## config.mk

```make
export PLATFORM = sky130hd
export DESIGN_NAME = i2c_shift_unit
export DESIGN_NICKNAME = d
export VERILOG_FILES = /design/src/rtl/i2c_su_pkg.sv /design/src/rtl/i2c_su_sync.sv /design/src/rtl/i2c_su_busmon.sv /design/src/rtl/i2c_su_txpath.sv /design/src/rtl/i2c_su_rxpath.sv /design/src/rtl/i2c_shift_unit.sv
export SDC_FILE = /design/constraint.sdc
export NUM_CORES = 1
export LEC_CHECK = 0
export BUFFER_PORTS_ARGS = -buffer_cell sky130_fd_sc_hd__buf_4
export CORE_ASPECT_RATIO = 1.75
export CORE_MARGIN = 4
export CORE_UTILIZATION = 40
export DETAILED_ROUTE_END_ITERATION = 8
export PLACE_DENSITY = 0.68
export SETUP_SLACK_MARGIN = 0.4
export SYNTH_ARGS = -nofsm -noshare
export SYNTH_HDL_FRONTEND = slang
export SYNTH_HIERARCHICAL = 1
export SYNTH_SLANG_ARGS = --single-unit
export TNS_END_PERCENT = 20
```

## constraint.sdc

```tcl
create_clock -name clk -period 2.1 [get_ports clk]
set_input_delay 0.315 -clock clk [delete_from_list [all_inputs] [get_ports clk]]
set_output_delay 0.315 -clock clk [all_outputs]
set_load 0.1 [all_outputs]
```

## src/rtl/i2c_su_pkg.sv

```systemverilog
package i2c_su_pkg;
  localparam int unsigned DATA_BITS = 8;
  localparam int unsigned CNT_W     = 4;

  typedef struct packed {
    logic rise;
    logic fall;
    logic start;
    logic stop;
  } bus_ev_t;
endpackage

```

## src/rtl/i2c_su_sync.sv

```systemverilog
module i2c_su_sync #(
  parameter int unsigned W      = 2,
  parameter int unsigned STAGES = 2
) (
  input  logic         clk,
  input  logic         rst_n,
  input  logic [W-1:0] d_in,
  output logic [W-1:0] d_out
);
  logic [W-1:0] stg [STAGES];

  generate
    for (genvar s = 0; s < STAGES; s++) begin : g_stage
      if (s == 0) begin : g_first
        always_ff @(posedge clk or negedge rst_n) begin
          if (!rst_n) stg[s] <= '1;
          else        stg[s] <= d_in;
        end
      end else begin : g_rest
        always_ff @(posedge clk or negedge rst_n) begin
          if (!rst_n) stg[s] <= '1;
          else        stg[s] <= stg[s-1];
        end
      end
    end
  endgenerate

  assign d_out = stg[STAGES-1];
endmodule

```

## src/rtl/i2c_su_busmon.sv

```systemverilog
module i2c_su_busmon
  import i2c_su_pkg::*;
#(
  parameter int unsigned LAST = 9,
  parameter int unsigned CW   = 4
) (
  input  logic          clk,
  input  logic          rst_n,
  input  logic          en,
  input  logic          scl_s,
  input  logic          sda_s,
  output bus_ev_t       ev,
  output logic [CW-1:0] cnt
);
  localparam logic [CW-1:0] LAST_C = CW'(LAST);

  logic          scl_q, sda_q;
  logic [CW-1:0] cnt_nxt;

  always_comb begin
    ev.rise  = en & scl_s & ~scl_q;
    ev.fall  = en & ~scl_s & scl_q;
    ev.start = en & scl_s & scl_q & sda_q & ~sda_s;
    ev.stop  = en & scl_s & scl_q & ~sda_q & sda_s;
  end

  always_comb begin
    cnt_nxt = cnt;
    if (!en)                          cnt_nxt = '0;
    else if (ev.start || ev.stop)     cnt_nxt = '0;
    else if (ev.rise && cnt != LAST_C) cnt_nxt = cnt + 1'b1;
    else if (ev.fall && cnt == LAST_C) cnt_nxt = '0;
  end

  always_ff @(posedge clk or negedge rst_n) begin
    if (!rst_n) begin
      scl_q <= 1'b1;
      sda_q <= 1'b1;
      cnt   <= '0;
    end else begin
      scl_q <= scl_s;
      sda_q <= sda_s;
      cnt   <= cnt_nxt;
    end
  end

  AST_START_CLEARS_COUNT: assert property (@(posedge clk) disable iff (!rst_n)
    ev.start |=> (cnt == '0));
  AST_COUNT_IN_RANGE: assert property (@(posedge clk) disable iff (!rst_n)
    (cnt <= LAST_C));
  AST_WRAP_AFTER_LAST: assert property (@(posedge clk) disable iff (!rst_n)
    (ev.fall && cnt == LAST_C && !ev.start && !ev.stop) |=> (cnt == '0));
endmodule

```

## src/rtl/i2c_su_txpath.sv

```systemverilog
module i2c_su_txpath #(
  parameter int unsigned DW      = 8,
  parameter int unsigned CW      = 4,
  parameter int unsigned OUT_DLY = 8
) (
  input  logic          clk,
  input  logic          rst_n,
  input  logic          en,
  input  logic          dly,
  input  logic          preset,
  input  logic          scl_fall,
  input  logic [CW-1:0] cnt,
  input  logic [DW-1:0] tx_data,
  input  logic          tx_ninth,
  output logic          out_bit
);
  localparam logic [CW-1:0] LAST_DATA = CW'(DW);
  localparam logic [CW-1:0] NINTH     = CW'(DW + 1);
  localparam int unsigned   DLW       = $clog2(OUT_DLY) + 1;
  localparam logic [DLW-1:0] DLY_LOAD = DLW'(OUT_DLY - 1);

  logic [DW-1:0]  tsh, tsh_nxt;
  logic           tnin, tnin_nxt;
  logic           out_nxt;
  logic           pend_bit, pend_bit_nxt;
  logic           pend_act, pend_act_nxt;
  logic [DLW-1:0] dcnt, dcnt_nxt;
  logic           upd;
  logic           nb;

  // which bit goes out next
  always_comb begin
    upd      = 1'b0;
    nb       = out_bit;
    tsh_nxt  = tsh;
    tnin_nxt = tnin;
    if (en && scl_fall) begin
      if (cnt == '0 || cnt == NINTH) begin
        upd      = 1'b1;
        nb       = tx_data[DW-1];
        tsh_nxt  = {tx_data[DW-2:0], 1'b0};
        tnin_nxt = tx_ninth;
      end else if (cnt < LAST_DATA) begin
        upd     = 1'b1;
        nb      = tsh[DW-1];
        tsh_nxt = {tsh[DW-2:0], 1'b0};
      end else if (cnt == LAST_DATA) begin
        upd = 1'b1;
        nb  = tnin;
      end
    end
  end

  // when it goes out
  always_comb begin
    out_nxt      = out_bit;
    pend_bit_nxt = pend_bit;
    pend_act_nxt = pend_act;
    dcnt_nxt     = dcnt;
    if (!en) begin
      out_nxt      = preset;
      pend_act_nxt = 1'b0;
      dcnt_nxt     = '0;
    end else if (upd && !dly) begin
      out_nxt      = nb;
      pend_act_nxt = 1'b0;
    end else if (upd) begin
      pend_bit_nxt = nb;
      pend_act_nxt = 1'b1;
      dcnt_nxt     = DLY_LOAD;
    end else if (pend_act) begin
      if (dcnt == '0) begin
        out_nxt      = pend_bit;
        pend_act_nxt = 1'b0;
      end else begin
        dcnt_nxt = dcnt - 1'b1;
      end
    end
  end

  always_ff @(posedge clk or negedge rst_n) begin
    if (!rst_n) begin
      tsh      <= '0;
      tnin     <= 1'b1;
      out_bit  <= 1'b1;
      pend_bit <= 1'b1;
      pend_act <= 1'b0;
      dcnt     <= '0;
    end else begin
      tsh      <= tsh_nxt;
      tnin     <= tnin_nxt;
      out_bit  <= out_nxt;
      pend_bit <= pend_bit_nxt;
      pend_act <= pend_act_nxt;
      dcnt     <= dcnt_nxt;
    end
  end

  AST_PRESET_WHILE_OFF: assert property (@(posedge clk) disable iff (!rst_n)
    ($past(rst_n) && $past(!en)) |-> (out_bit == $past(preset)));
  AST_NODELAY_FOLLOWS_FALL: assert property (@(posedge clk) disable iff (!rst_n)
    (en && $past(en) && $past(rst_n) && !dly && !$stable(out_bit)) |-> $past(scl_fall));
  AST_DELAY_NOT_EARLY: assert property (@(posedge clk) disable iff (!rst_n)
    (en && dly && scl_fall) |=> $stable(out_bit));
endmodule

```

## src/rtl/i2c_su_rxpath.sv

```systemverilog
module i2c_su_rxpath
  import i2c_su_pkg::*;
#(
  parameter int unsigned DW = 8,
  parameter int unsigned CW = 4
) (
  input  logic          clk,
  input  logic          rst_n,
  input  logic          en,
  input  logic          style,
  input  logic          dly,
  input  bus_ev_t       ev,
  input  logic [CW-1:0] cnt,
  input  logic          sda_s,
  output logic [DW:0]   rbuf,
  output logic          evt_tx,
  output logic          evt_rx,
  output logic          evt_cond
);
  localparam logic [CW-1:0] LAST_DATA = CW'(DW);
  localparam logic [CW-1:0] NINTH     = CW'(DW + 1);

  logic [DW-1:0] sh, sh_nxt;
  logic          ack_q, ack_nxt;
  logic [DW:0]   rbuf_nxt;
  logic          tx_nxt, rx_nxt, cond_nxt;
  logic          ninth_rise, eighth_fall, ninth_fall;

  always_comb begin
    ninth_rise  = ev.rise && (cnt == LAST_DATA);
    eighth_fall = ev.fall && (cnt == LAST_DATA);
    ninth_fall  = ev.fall && (cnt == NINTH);
  end

  always_comb begin
    sh_nxt   = sh;
    ack_nxt  = ack_q;
    rbuf_nxt = rbuf;
    tx_nxt   = 1'b0;
    rx_nxt   = 1'b0;
    cond_nxt = 1'b0;
    if (!en) begin
      sh_nxt = '0;
    end else begin
      cond_nxt = ev.start | ev.stop;
      if (ev.rise && cnt < LAST_DATA) sh_nxt = {sh[DW-2:0], sda_s};
      if (ninth_rise) ack_nxt = sda_s;
      if (!style) begin
        if (ninth_rise) begin
          rbuf_nxt = {sda_s, sh};
          tx_nxt   = sda_s;
          rx_nxt   = ~sda_s;
        end
      end else if (!dly) begin
        tx_nxt = ninth_rise;
        rx_nxt = ninth_fall;
        if (ninth_fall) rbuf_nxt = {ack_q, sh};
      end else begin
        tx_nxt = ninth_fall;
        rx_nxt = ninth_fall;
        if (eighth_fall)     rbuf_nxt = {sh[0], 1'b0, sh[DW-1:1]};
        else if (ninth_rise) rbuf_nxt = {rbuf[DW], sh};
      end
    end
  end

  always_ff @(posedge clk or negedge rst_n) begin
    if (!rst_n) begin
      sh       <= '0;
      ack_q    <= 1'b1;
      rbuf     <= '0;
      evt_tx   <= 1'b0;
      evt_rx   <= 1'b0;
      evt_cond <= 1'b0;
    end else begin
      sh       <= sh_nxt;
      ack_q    <= ack_nxt;
      rbuf     <= rbuf_nxt;
      evt_tx   <= tx_nxt;
      evt_rx   <= rx_nxt;
      evt_cond <= cond_nxt;
    end
  end

  AST_TX_SINGLE: assert property (@(posedge clk) disable iff (!rst_n)
    evt_tx |=> !evt_tx);
  AST_RX_SINGLE: assert property (@(posedge clk) disable iff (!rst_n)
    evt_rx |=> !evt_rx);
  AST_COND_SINGLE: assert property (@(posedge clk) disable iff (!rst_n)
    evt_cond |=> !evt_cond);
  AST_ACK_STYLE_EXCLUSIVE: assert property (@(posedge clk) disable iff (!rst_n)
    !style |-> !(evt_tx && evt_rx));
  AST_BUF_FROZEN_OFF: assert property (@(posedge clk) disable iff (!rst_n)
    ($past(rst_n) && $past(!en)) |-> $stable(rbuf));
  AST_QUIET_OFF: assert property (@(posedge clk) disable iff (!rst_n)
    !en |=> !(evt_tx || evt_rx || evt_cond));
endmodule

```

## src/rtl/i2c_shift_unit.sv

```systemverilog
module i2c_shift_unit
  import i2c_su_pkg::*;
#(
  parameter int unsigned DW       = DATA_BITS,
  parameter int unsigned OUT_DLY  = 8,
  parameter int unsigned SYNC_STG = 2
) (
  input  logic          clk,
  input  logic          rst_n,
  input  logic          enable,
  input  logic          cfg_irq_style,
  input  logic          cfg_clk_delay,
  input  logic          sda_preset,
  input  logic          scl_in,
  input  logic          sda_in,
  input  logic [DW-1:0] tx_data,
  input  logic          tx_ninth,
  output logic          sda_oe,
  output logic [DW:0]   rx_buf,
  output logic          evt_tx,
  output logic          evt_rx,
  output logic          evt_cond
);
  localparam int unsigned LAST = DW + 1;
  localparam int unsigned CW   = $clog2(LAST + 1);

  logic [1:0]    rst_pipe;
  logic          rst_n_i;
  logic          style_q, dly_q, style_nxt, dly_nxt;
  logic [1:0]    lines_s;
  bus_ev_t       ev;
  logic [CW-1:0] cnt;
  logic          out_bit;

  // asynchronous assert, synchronous release
  always_ff @(posedge clk or negedge rst_n) begin
    if (!rst_n) rst_pipe <= '0;
    else        rst_pipe <= {rst_pipe[0], 1'b1};
  end
  assign rst_n_i = rst_pipe[1];

  always_comb begin
    style_nxt = style_q;
    dly_nxt   = dly_q;
    if (!enable) begin
      style_nxt = cfg_irq_style;
      dly_nxt   = cfg_clk_delay;
    end
  end

  always_ff @(posedge clk or negedge rst_n_i) begin
    if (!rst_n_i) begin
      style_q <= 1'b0;
      dly_q   <= 1'b0;
    end else begin
      style_q <= style_nxt;
      dly_q   <= dly_nxt;
    end
  end

  i2c_su_sync #(.W(2), .STAGES(SYNC_STG)) u_sync (
    .clk  (clk),
    .rst_n(rst_n_i),
    .d_in ({scl_in, sda_in}),
    .d_out(lines_s)
  );

  i2c_su_busmon #(.LAST(LAST), .CW(CW)) u_busmon (
    .clk  (clk),
    .rst_n(rst_n_i),
    .en   (enable),
    .scl_s(lines_s[1]),
    .sda_s(lines_s[0]),
    .ev   (ev),
    .cnt  (cnt)
  );

  i2c_su_txpath #(.DW(DW), .CW(CW), .OUT_DLY(OUT_DLY)) u_tx (
    .clk     (clk),
    .rst_n   (rst_n_i),
    .en      (enable),
    .dly     (dly_q),
    .preset  (sda_preset),
    .scl_fall(ev.fall),
    .cnt     (cnt),
    .tx_data (tx_data),
    .tx_ninth(tx_ninth),
    .out_bit (out_bit)
  );

  i2c_su_rxpath #(.DW(DW), .CW(CW)) u_rx (
    .clk     (clk),
    .rst_n   (rst_n_i),
    .en      (enable),
    .style   (style_q),
    .dly     (dly_q),
    .ev      (ev),
    .cnt     (cnt),
    .sda_s   (lines_s[0]),
    .rbuf    (rx_buf),
    .evt_tx  (evt_tx),
    .evt_rx  (evt_rx),
    .evt_cond(evt_cond)
  );

  assign sda_oe = ~out_bit;

  AST_CFG_FROZEN: assert property (@(posedge clk) disable iff (!rst_n_i)
    ($past(rst_n_i) && $past(enable)) |-> $stable({style_q, dly_q}));
endmodule

```

==> results.yml <==
routing:
  vias: 1855
  drt_first_pass_iters: 4
  wl_per_cell_um: 14.4
  routed_wl_mm: 5.16
  drc: 0
  ant_nets: 0
  via_per_inst: 5.17
  drtIter0Drc: 133
worst_setup_path:
  required_ns: 2.29
  critical_path_peak_fanout: 8
  crit_top_cell: "nand2_2"
  endpoint_kind: "flip-flop"
  crit_type: "flip-flop to flip-flop"
  worst_path_max_delay_cell: "dfstp_2"
  start_kind: "flip-flop"
  cp_slowest_stage_delay_ns: 0.57
  path_buf_inv: 1
  worstPathArrival_ns: 2.12
  crit_family: "flip-flops"
  path_cells: "nand2_2 > nor2_4 > nand2_2 > and4bb_1 > buf_12 > mux2_4 > mux2_2"
timing:
  skew_ns: 0.00740
  maxSlewViolCount: 0
  fin_crit_ns: 1.93
  tightest_slew_ns: 0.562
  setup_viol: 0
  fin_crit_sh: 0.920
  rsz0062_at_grt: "yes"
  finalHoldViolCount: 0
  setup_tns_ns: 0
  max_slew_margin: 0.622
  fmax_mhz: 517
cells_and_area:
  diodes: 0
  final_util: 0.511
  layout.nets: 299
  drive_gt1_frac: 0.401
  fillers: 594
  area_delta_synth_final_pct: 23.0
synth:
  syn_nets: 251
  synth_edf_count: 0
  yosys_warnings: 6
  ys_async_sr_fraction: 1.00
  yosysMostFrequentCell: "dfrtp_1"
  ys.flop_type: "dfrtp_1"
  ys_types: 53
  synth-seq-cells: 50
  synth_top_area_share: 0.387
  syn_area_um2: 2590
  synthCells: 230
  synthTopCellsByArea: "dfrtp_1 (39%), dfstp_2 (10%), mux2_2 (5.7%)"
  yosys.area.top_type: "dfrtp_1"
  avgSynthCellArea_um2: 11.3
  synth.yosys.seq_area_share: 0.488
  synth_commonest_cells: "dfrtp_1 (40), nand2_1 (32), mux2_2 (13), o21ai_0 (11)"
clocking:
  clockRootBuffer: "clkbuf_8"
  clk_pin_slew_ns: 0.08
  clk_path_buf_depth: 2
  cts_buffers: 5
  htreeDepth: 2
  clk_latency_ns: 0.30
  cts_tree: "built"
  cts_sinks: 50
global_route:
  antenna_found_initial: 0
  grt_max_degree: 49
  grt_overflow: 0
  grt_pass1_wl_mm: 8.64
  grt_pass1_vias: 1891
  grt_usage: 0.146
worst_hold_path:
  hold_class: "input pin to flip-flop"
floorplanning:
  dieHeight_um: 114
  rows: 38
  top_level_ports: 30
  die-area_um2: 7870
  core_region_area_um2: 6230
  initial_utilization: 0.416
  die_width_um: 68.8
power:
  cellPowerDensity_nw_per_um2: 590
  peakVddDrop_uv: 314
  cellLeakagePower_nw: 1.45
flow_run:
  maxCapViolCount: 0
status:
  status: "complete, no violations"
placed_design:
  port_buffers: 29
  dp_hpwl_mm: 3.75
  gp_congestion: 0.831
-- logic make-up (layout without fill, tap and decap cells) --
group,after synthesis,after routing,share of synthesized area
mux,30,30,0.138
buf+inv,16,65,0.0329
fa+ha+maj,4,4,0.0193
xor+xnor,5,5,0.0169
other cells,1,1,0.00145
flops,50,50,0.488
compound gates,44,44,0.130
simple gates,80,80,0.174
-- where the power goes --
part	switching [W]	internal [W]	leakage, nW
sequential	0.0000390	0.00103	0.642
clock	0.000306	0.000266	0.0482
combinational	0.000123	0.000115	0.759
-- worst paths after layout --
check | from | to | slack [ns] | cells after the start
worst max-delay path | u_busmon/scl_q$_DFF_PN1_ | u_rx/rbuf[1]$_DFFE_PN0P_ | 0.17 | 7
worst min register to register | rst_pipe[1]$_DFF_PN0_ | u_busmon/cnt[0]$_DFFE_PN0P_ | 0.24 | 1
worst min-delay path | sda_in | u_sync/stg[2]$_DFF_PN1_ | 0.12 | 1
max in group asynchronous | rst_pipe[1]$_DFF_PN0_ | u_tx/pend_bit$_DFFE_PN1P_ | 1.58 | 1
worst max register to register | u_busmon/scl_q$_DFF_PN1_ | u_rx/rbuf[1]$_DFFE_PN0P_ | 0.17 | 7
min in group asynchronous | rst_pipe[1]$_DFF_PN0_ | u_busmon/cnt[0]$_DFFE_PN0P_ | 0.24 | 1
-- timing repair --
| item | CTS | global route |
|---|---|---|
| pin swaps | 3 | 4 |
| hold buffers | 1 | 0 |
| setup buffers | 4 | 1 |
| endpoints found under the hold margin | 2 | 0 |
| resized for setup | 0 | 13 |
| endpoints found under the setup margin | 22 | 27 |
-- per-stage QoR --
step                cell area, um2  total power [W]  worst slack [ns]  hold WS [ns]  cells
floorplan                     2610          0.00123             0.224        0.0194    230
global placement              3000          0.00131             0.128        0.0971    345
detailed placement            3000          0.00131            0.0894        0.0991    345
CTS                           3130          0.00190             0.157         0.103    358
global route                  3180          0.00197            0.0922        0.0971    359
finish                        3180          0.00188             0.167         0.116    359
-- layer usage --
layer | GRT usage | up-vias | wire [um]
li1 | - | 902 | -
met1 | 0.147 | 916 | 1860
met2 | 0.268 | 30 | 2980
met3 | 0.0344 | 7 | 206
met4 | 0.0677 | 0 | 104
met5 | 0 | - | 0
-- registers in the layout (all words and copies together) (netlist names), 2 cells and up --
register / cells
u_rx/rbuf: 9
u_sync/stg: 2
rst_pipe: 2
u_tx/dcnt: 4
u_tx/tsh: 7
u_busmon/cnt: 4
u_rx/sh: 8
u_sync/d_out: 2
-- final cells by class --
cell class / count / area [um2] / area share
clock inverters: 1 / 5.00 / 0.00157
well taps: 80 / 100 / 0.0314
repair buffers: 48 / 392 / 0.123
clock buffers: 7 / 86.3 / 0.0271
inverters: 9 / 33.8 / 0.0106
multi-input cells: 164 / 1300 / 0.408
flip-flops and latches: 50 / 1270 / 0.398
-- cells in the final DEF (no fill, tap or decap), types with 2 or more instances in the layout --
cell,netlist,layout
nor2_1,8,7
o21ai_0,11,10
and2_4,1,3
xnor2_1,4,4
dfrtp_1,40,38
o211ai_1,2,2
nor2b_1,3,3
buf_12,0,2
a22o_1,3,3
clkbuf_8,1,6
a21oi_1,3,2
dfstp_2,10,10
nand2b_1,2,2
mux2i_1,9,9
dfrtp_2,0,2
nand2_1,32,28
and2b_1,2,2
o21a_1,2,2
and3_1,2,2
nand3_1,10,9
mux2_4,8,8
nor3b_1,2,2
inv_1,9,9
o31ai_1,2,2
ha_1,4,4
a21boi_0,10,10
and2b_2,3,3
buf_4,2,44
o311ai_0,2,2
nand2_2,0,4
mux2_2,13,13
(Power assumes the default switching activity.)
